[config.mk]
export PLATFORM = sky130hd
export DESIGN_NAME = duo_age_arbiter
export DESIGN_NICKNAME = d
export VERILOG_FILES = /design/src/rtl/duo_age_arbiter.sv
export SDC_FILE = /design/constraint.sdc
export NUM_CORES = 1
export LEC_CHECK = 0
export BUFFER_PORTS_ARGS = -buffer_cell sky130_fd_sc_hd__buf_2
export CORE_MARGIN = 1.5
export CORE_UTILIZATION = 55
export CTS_BUF_LIST = sky130_fd_sc_hd__clkbuf_16
export CTS_CLUSTER_DIAMETER = 80
export DETAILED_ROUTE_END_ITERATION = 10
export HOLD_SLACK_MARGIN = 0.03
export PLACE_DENSITY = 0.72
export SYNTH_ARGS = -nofsm -noshare
export SYNTH_HDL_FRONTEND = slang
export SYNTH_SLANG_ARGS = --single-unit
[constraint.sdc]
create_clock -name clk -period 3.2 [get_ports clk]
set_input_delay 0.16 -clock clk [delete_from_list [all_inputs] [get_ports clk]]
set_output_delay 0.16 -clock clk [all_outputs]
set_load 0.05 [all_outputs]
[src/rtl/duo_age_arbiter.sv]
module duo_age_arbiter #(
  parameter int N_SLOTS = 14
) (
  input  logic               clk,
  input  logic               rst_n,
  input  logic [N_SLOTS-1:0] req_hi,
  input  logic [N_SLOTS-1:0] req_lo,
  input  logic               enable,
  input  logic               inhibit,
  input  logic               force_pe,
  input  logic               prio_mode,
  output logic [N_SLOTS-1:0] grant,
  output logic               any_grant,
  output logic               preempt
);
  localparam logic [N_SLOTS-1:0] ONE = N_SLOTS'(1);

  logic [N_SLOTS-1:0] lvl_req [2];
  logic [N_SLOTS-1:0] lvl_win [2];
  logic [1:0]         lvl_has;

  assign lvl_req[0] = req_lo;
  assign lvl_req[1] = req_hi;

  for (genvar l = 0; l < 2; l++) begin : g_lvl
    logic [N_SLOTS-1:0] seen;
    logic [N_SLOTS-1:0] pend;
    logic [N_SLOTS-1:0] rise;
    logic [N_SLOTS-1:0] head;
    logic [N_SLOTS-1:0] older [N_SLOTS];

    assign pend = lvl_req[l] & seen;
    assign rise = lvl_req[l] & ~seen;

    always_ff @(posedge clk or negedge rst_n) begin
      if (!rst_n) begin
        seen <= '0;
        for (int i = 0; i < N_SLOTS; i++) older[i] <= '0;
      end else begin
        seen <= lvl_req[l];
        for (int i = 0; i < N_SLOTS; i++)
          for (int j = 0; j < N_SLOTS; j++)
            older[i][j] <= (i != j) && lvl_req[l][i] && lvl_req[l][j] &&
                           (rise[j] ? seen[i] : (!rise[i] && older[i][j]));
      end
    end

    always_comb begin
      for (int i = 0; i < N_SLOTS; i++) begin
        logic blocked;
        blocked = 1'b0;
        for (int j = 0; j < N_SLOTS; j++)
          if (pend[j] && older[j][i]) blocked = 1'b1;
        head[i] = pend[i] && !blocked;
      end
    end

    assign lvl_win[l] = head & (~head + ONE);
    assign lvl_has[l] = |pend;
  end

  logic [N_SLOTS-1:0] grant_q;
  logic               grant_hi_q;

  wire owner_holds = |(grant_q & (req_hi | req_lo));
  wire may_issue   = !(|grant_q) && enable && !inhibit;
  wire take_hi     = lvl_has[1];
  wire take_lo     = !take_hi && lvl_has[0] && !(|req_hi);

  always_ff @(posedge clk or negedge rst_n) begin
    if (!rst_n) begin
      grant_q    <= '0;
      grant_hi_q <= 1'b0;
    end else if (|grant_q) begin
      if (!owner_holds) grant_q <= '0;
    end else if (may_issue && take_hi) begin
      grant_q    <= lvl_win[1];
      grant_hi_q <= 1'b1;
    end else if (may_issue && take_lo) begin
      grant_q    <= lvl_win[0];
      grant_hi_q <= 1'b0;
    end
  end

  assign grant     = grant_q;
  assign any_grant = |grant_q;

  wire [N_SLOTS-1:0] served_hi = grant_hi_q ? grant_q : '0;
  wire [N_SLOTS-1:0] merged    = req_hi | req_lo;
  wire               prio_pe   = any_grant && |(req_hi & ~served_hi);
  wire               count_pe  = |(merged & (merged - ONE));

  assign preempt = force_pe || (prio_mode ? prio_pe : count_pe);

  AST_ONE_OWNER: assert property (@(posedge clk) disable iff (!rst_n)
    $onehot0(grant_q));

  AST_HOLD_GRANT: assert property (@(posedge clk) disable iff (!rst_n)
    (|grant_q && owner_holds) |=> $stable(grant_q));

  AST_GATED_ISSUE: assert property (@(posedge clk) disable iff (!rst_n)
    (!(|grant_q) && (!enable || inhibit)) |=> !(|grant_q));

  AST_RELEASE_GAP: assert property (@(posedge clk) disable iff (!rst_n)
    (|grant_q && !owner_holds) |=> !(|grant_q));

  AST_LOW_BLOCKED: assert property (@(posedge clk) disable iff (!rst_n)
    (!(|grant_q) && (|req_hi)) |=> (!(|grant_q) || |(grant_q & $past(req_hi))));
endmodule

=== Yosys cells after proc, flatten, opt, wreduce, memory -nomap -nowiden ===
Cells that the tools add are included.

* Register bits after elaboration: 407
* Input bits: 34
* Word-level logic and storage cells: 2169

* Add/subtract/negate cells: 3
* Eq/ne operators: 1
* Multiplexer cells: 736
* Bitwise operators: 16
* Reductions and logical operators: 1381

{| class="wikitable"
|+ Operators by type and width
! operator !! count
|-
| $logic_and 1x1->1 || 1309
|-
| $mux 1 || 731
|-
| $and 14x14->14 || 9
|-
| $reduce_or 14->1 || 7
|-
| $mux 14 || 5
|-
| $not 14->14 || 5
|-
| $logic_not 1->1 || 60
|-
| $add 14x1->14 const B || 2
|-
| $or 14x14->14 || 1
|-
| $sub 14x1->14 const B || 1
|-
| $reduce_and 2->1 || 2
|-
| $reduce_bool 3->1 || 1
|-
| $ne 2x2->1 const B || 1
|-
| $reduce_bool 2->1 || 1
|-
| $logic_or 1x1->1 || 1
|-
| $not 1->1 || 1
|}

=== Depth between registers and ports, before layout ===
* Word-level depth: 23
* Gate-level depth with buffers: 11

=== Worst setup path after synthesis ===
Ideal clock, no wire load.

* Path kind: register -> register
* Start point: reg grant_q[12] (netlist: grant[12])
* End point: reg grant_q[9] (netlist: grant[9])
* Library setup time: 130 ps
* Arrival: 2735 ps
* Required time: 3070 ps
* Setup slack: 335 ps
* Cell stages (with the launch flop): 9
* Path buffers: 1
* Period minus slack after synthesis: 2865 ps
* Cell sequence: dfrtp_1 -> nor4_2 -> nand4_2 -> or3b_4 -> nor3_2 -> a211oi_4 -> buf_6 -> a32oi_1 -> o31ai_1

* Word-level cells in the longest chain between the ends: 7
* Elaborated cells on any way between the ends: 13
* Classes of those cells: 1 x eq/ne; 2 x mux; 1 x bitwise; 9 x reduce/logical

{| class="wikitable"
|+ RTL lines
! element !! line !! RTL
|-
| from (decl) || 62 || <nowiki>logic [N_SLOTS-1:0] grant_q;</nowiki>
|-
| from (signal assigned) || 77 || <nowiki>grant_q <= lvl_win[1];</nowiki>
|-
| from (signal assigned) || 80 || <nowiki>grant_q <= lvl_win[0];</nowiki>
|-
| $reduce_or 14->1 * || - ||
|-
| net any_grant || 13 || <nowiki>output logic any_grant,</nowiki>
|-
| $logic_not 1->1 || 66 || <nowiki>wire may_issue = !(|grant_q) && enable && !inhibit;</nowiki>
|-
| $logic_and 1x1->1 (2 in a row) || 66 ||
|-
| $logic_and 1x1->1 (on tied branches) || 76, 79 ||
|-
| $reduce_bool 3->1 (no line) / $mux 14 (equally long branches) || - ||
|-
| $reduce_and 2->1 (no line) / $mux 14 (equally long branches) || - ||
|}

Mark *: on every way through the listed nets, which the timed path passes. The rest lies on a longest branch.
A chain may end at the register's enable or synchronous reset.

=== Worst setup path in the final report ===
* Start point: in req_hi[0]
* End point: out preempt

* Word-level cells in the longest chain between the ends: 6
* Elaborated cells on any way between the ends: 9
* Classes of those cells: 1 x add/sub; 1 x mux; 3 x bitwise; 4 x reduce/logical

{| class="wikitable"
|+ RTL lines
! element !! line !! RTL
|-
| from (decl) || 6 || <nowiki>input logic [N_SLOTS-1:0] req_hi,</nowiki>
|-
| $or 14x14->14 || 89 || <nowiki>wire [N_SLOTS-1:0] merged = req_hi | req_lo;</nowiki>
|-
| $sub 14x1->14 || 91 || <nowiki>wire count_pe = |(merged & (merged - ONE));</nowiki>
|-
| $and 14x14->14 || 91 ||
|-
| $reduce_or 14->1 || 91 ||
|-
| $mux 1 * || 93 || <nowiki>assign preempt = force_pe || (prio_mode ? prio_pe : count_pe);</nowiki>
|-
| $logic_or 1x1->1 * || 93 ||
|-
| to (decl) || 14 || <nowiki>output logic preempt</nowiki>
|}

Every way passes the cells marked *; elsewhere a longest branch is shown, timed or not.

==> impl_metrics.yaml <==
status:
  outcome: "complete, no violations"
sta:
  period_needed_ns: 3.09
  worst_slew_pin_slew_ns: 0.852
  tns_ns: 0
  period_share_pct: 96.7
  hold_violations: 0
  slew_viol_final: 0
  fmax_mhz: 323
  postLayoutSetupSlackWorst_ns: 0.106
  relSlewSlack_pct: 43.2
  rsz0062_at_grt: "no"
  skew_ns: 0.00823
  setup_viol: 0
  holdWs_ns: 0.0984
yosys:
  synth_nets: 1781
  yosys.area.top_type: "dfrtp_1"
  synth_flop_cell: "dfrtp_1"
  synthTopCellsByArea: "dfrtp_1 55%, nand2b_1 12%, and3_1 12%, a22oi_1 4.4%, clkbuf_1 2.3%"
  synth-seq-cells: 407
  synthArstFlopShare_pct: 100
  synth_warnings: 0
  seq_area_frac_synth_pct: 54.9
  synth_cell_types: 51
  syn_inst: 1747
  syn_area_um2: 18600
  synth_edf_count: 0
  synth.most_common_cell: "dfrtp_1"
  synth_top_area_share_pct: 54.9
  syn_avg_cell_area_um2: 10.6
  synth_commonest_cells: "407 x dfrtp_1, 366 x nand2b_1, 365 x and3_1, 113 x clkbuf_1, 108 x a22oi_1"
final_layout:
  synthToLayoutAreaGrowth_pct: 14.5
  fin_cells: 2311
  antenna_cells: 0
  stdcell_area_um2: 21300
  final_core_util_pct: 63.7
  drive_above_1_share_pct: 12.8
  layout.nets: 1862
pwr:
  p_leak_nw: 11.2
  ir_drop_mv: 0.515
  p_per_area_nw_per_um2: 573
  total_power_mw: 12.2
worst_setup_path:
  max_stage_delay_ns: 0.53
  required_ns: 3.04
  r2r_cells: 10
  startpoint_type: "input pin"
  r2r-end: "grant[13]"
  ff2ff_setup_slack_ns: 0.37
  endpoint_kind: "primary output"
  crit_path_frequent_cell: "buf_2"
  critical_path_class: "input pin to primary output"
  cp_max_fo: 19
  critPathSlowestCell: "dlygate4sd3_1"
  timing.rr.start: "g_lvl[0].seen[13]"
  path_buf_inv: 3
  critical-path-top-delay-family: "buffers and inverters"
  worstPathCellList: "dlygate4sd3_1, buf_2, nor2_1, and2_1, nand3_1, nor3_1, maj3_1, a22oi_1, a2111oi_0, o21ai_1, buf_2"
  path_depth: 11
  cp.arrival_ns: 2.93
drt:
  vias: 14200
  first_pass_iters: 5
  drc: 0
  routedWlPerCell_um: 21.7
  via_per_inst: 6.13
  ant_nets: 0
  wl_um: 50100
  drt_iter0_markers: 1250
worst_hold_path:
  min_delay_worst_endpoint: "g_lvl[0].older[102]"
  min_path_type: "input pin to flop"
  holdPathStages: 3
  hold_start: "req_lo[4]"
clock_tree:
  cts_buffers: 44
  cts_sinks: 407
  htreeDepth: 2
  clk_pin_slew_ns: 0.06
  cts-root-buf: "clkbuf_16"
  clk_latency_ns: 0.56
  cts_tree: "done"
  cts.path.max_buffers: 3
placed_design:
  dpl.hpwl_um: 32600
  routabilityCongestion: 0.917
  dp_slack_ns: 0.415
  postPlaceCellArea_um2: 19600
  io_buffers: 49
  placed_cells: 2201
grt:
  antenna_found_initial: 0
  grt_usage_pct: 29.3
  grt_first_pass_wirelength_um: 81400
  grt_start_max_net_pins: 103
  grt_pass1_vias: 14400
  grt.overflow.total: 0
floorplanning:
  die_h_um: 187
  ioPinCount: 50
  placementRows: 67
  start_util_pct: 55.6
  core_um2: 33400
  die_w_um: 187
  dieArea_um2: 34900
flow_run:
  drv_cap: 0
[cell families (layout without fill, tap and decap cells)]
family / count (synthesis) / in the layout / share of synthesized area (%)
simple gates: 957 / 957 / 32.0
flops: 407 / 407 / 54.9
compound gates: 223 / 223 / 9.18
buf+inv: 156 / 272 / 3.69
fa+ha+maj: 3 / 3 / 0.162
mux: 1 / 1 / 0.0607
[power breakdown]
group,switching (mW),total (mW),internal (mW)
sequential,0.164,5.50,5.33
clock,2.06,4.73,2.67
combinational,1.33,1.95,0.623
[registers in the layout (all words and copies together), names as in the netlist]
register	count
g_lvl.seen	28
grant_hi_q	1
g_lvl.older	364
grant	14
[placed cells by master, fill, tap and decap left out, types with 4 or more instances in the layout]
cell type,count
a21oi_1,5
a221oi_1,37
a22o_1,34
a22oi_1,108
and2_1,30
and3_1,365
and4_1,16
buf_12,7
buf_2,48
buf_4,102
clkbuf_16,44
clkinv_1,13
clkinv_2,8
dfrtp_1,407
dlygate4sd3_1,29
inv_1,15
nand2_1,67
nand2b_1,366
nand3_1,14
nand4_1,30
nand4b_1,5
nor2_1,16
nor3_1,5
nor4_1,12
nor4_2,7
o21ai_0,18
o21ai_1,5
o22ai_1,4
[metal layers]
metal | global-route usage [%] | share of wire (%)
met1 | 41.0 | 44
met2 | 47.8 | 48
met3 | 3.48 | 5.1
met4 | 10.1 | 3.2
met5 | 0 | 0
[worst register-to-register path: stages, from the launching register on]
cell	delay, ns
dfrtp_1	0.34
and2_1	0.48
buf_4	0.28
buf_4	0.25
a22oi_1	0.12
nand4_1	0.10
nand4b_1	0.26
nand4b_4	0.18
nor4_2	0.48
a22oi_1	0.14
o21ai_1	0.11
[area by class of cell]
cell class | count | area [um2]
well taps | 448 | 561
clock inverters | 37 | 235
fillers | 2745 | 12100
flip-flops and latches | 407 | 10200
repair buffers | 187 | 1450
inverters | 4 | 15.0
multi-input cells | 1184 | 7700
clock buffers | 44 | 1100
[worst max path at each step]
stage          slack, ns   endpoint         startpoint
2_1_floorplan       0.33   grant[9]          grant[12]
3_3_place_gp        0.47  grant[13]  g_lvl[0].seen[13]
3_5_place_dp        0.41  grant[13]          req_lo[5]
4_1_cts             0.05    preempt          req_hi[6]
5_1_grt            0.008    preempt          req_hi[0]
6_report            0.11    preempt          req_hi[0]
[timing repair]
| action | in CTS | in global routing |
|---|---|---|
| hold buffers | 29 | 0 |
| gates resized for setup | 0 | 3 |
| endpoints found under the setup margin | 0 | 1 |
| hold endpoints to repair | 250 | 0 |
| setup buffers | 0 | 0 |
Note: power is estimated with default switching activity, not from simulation.
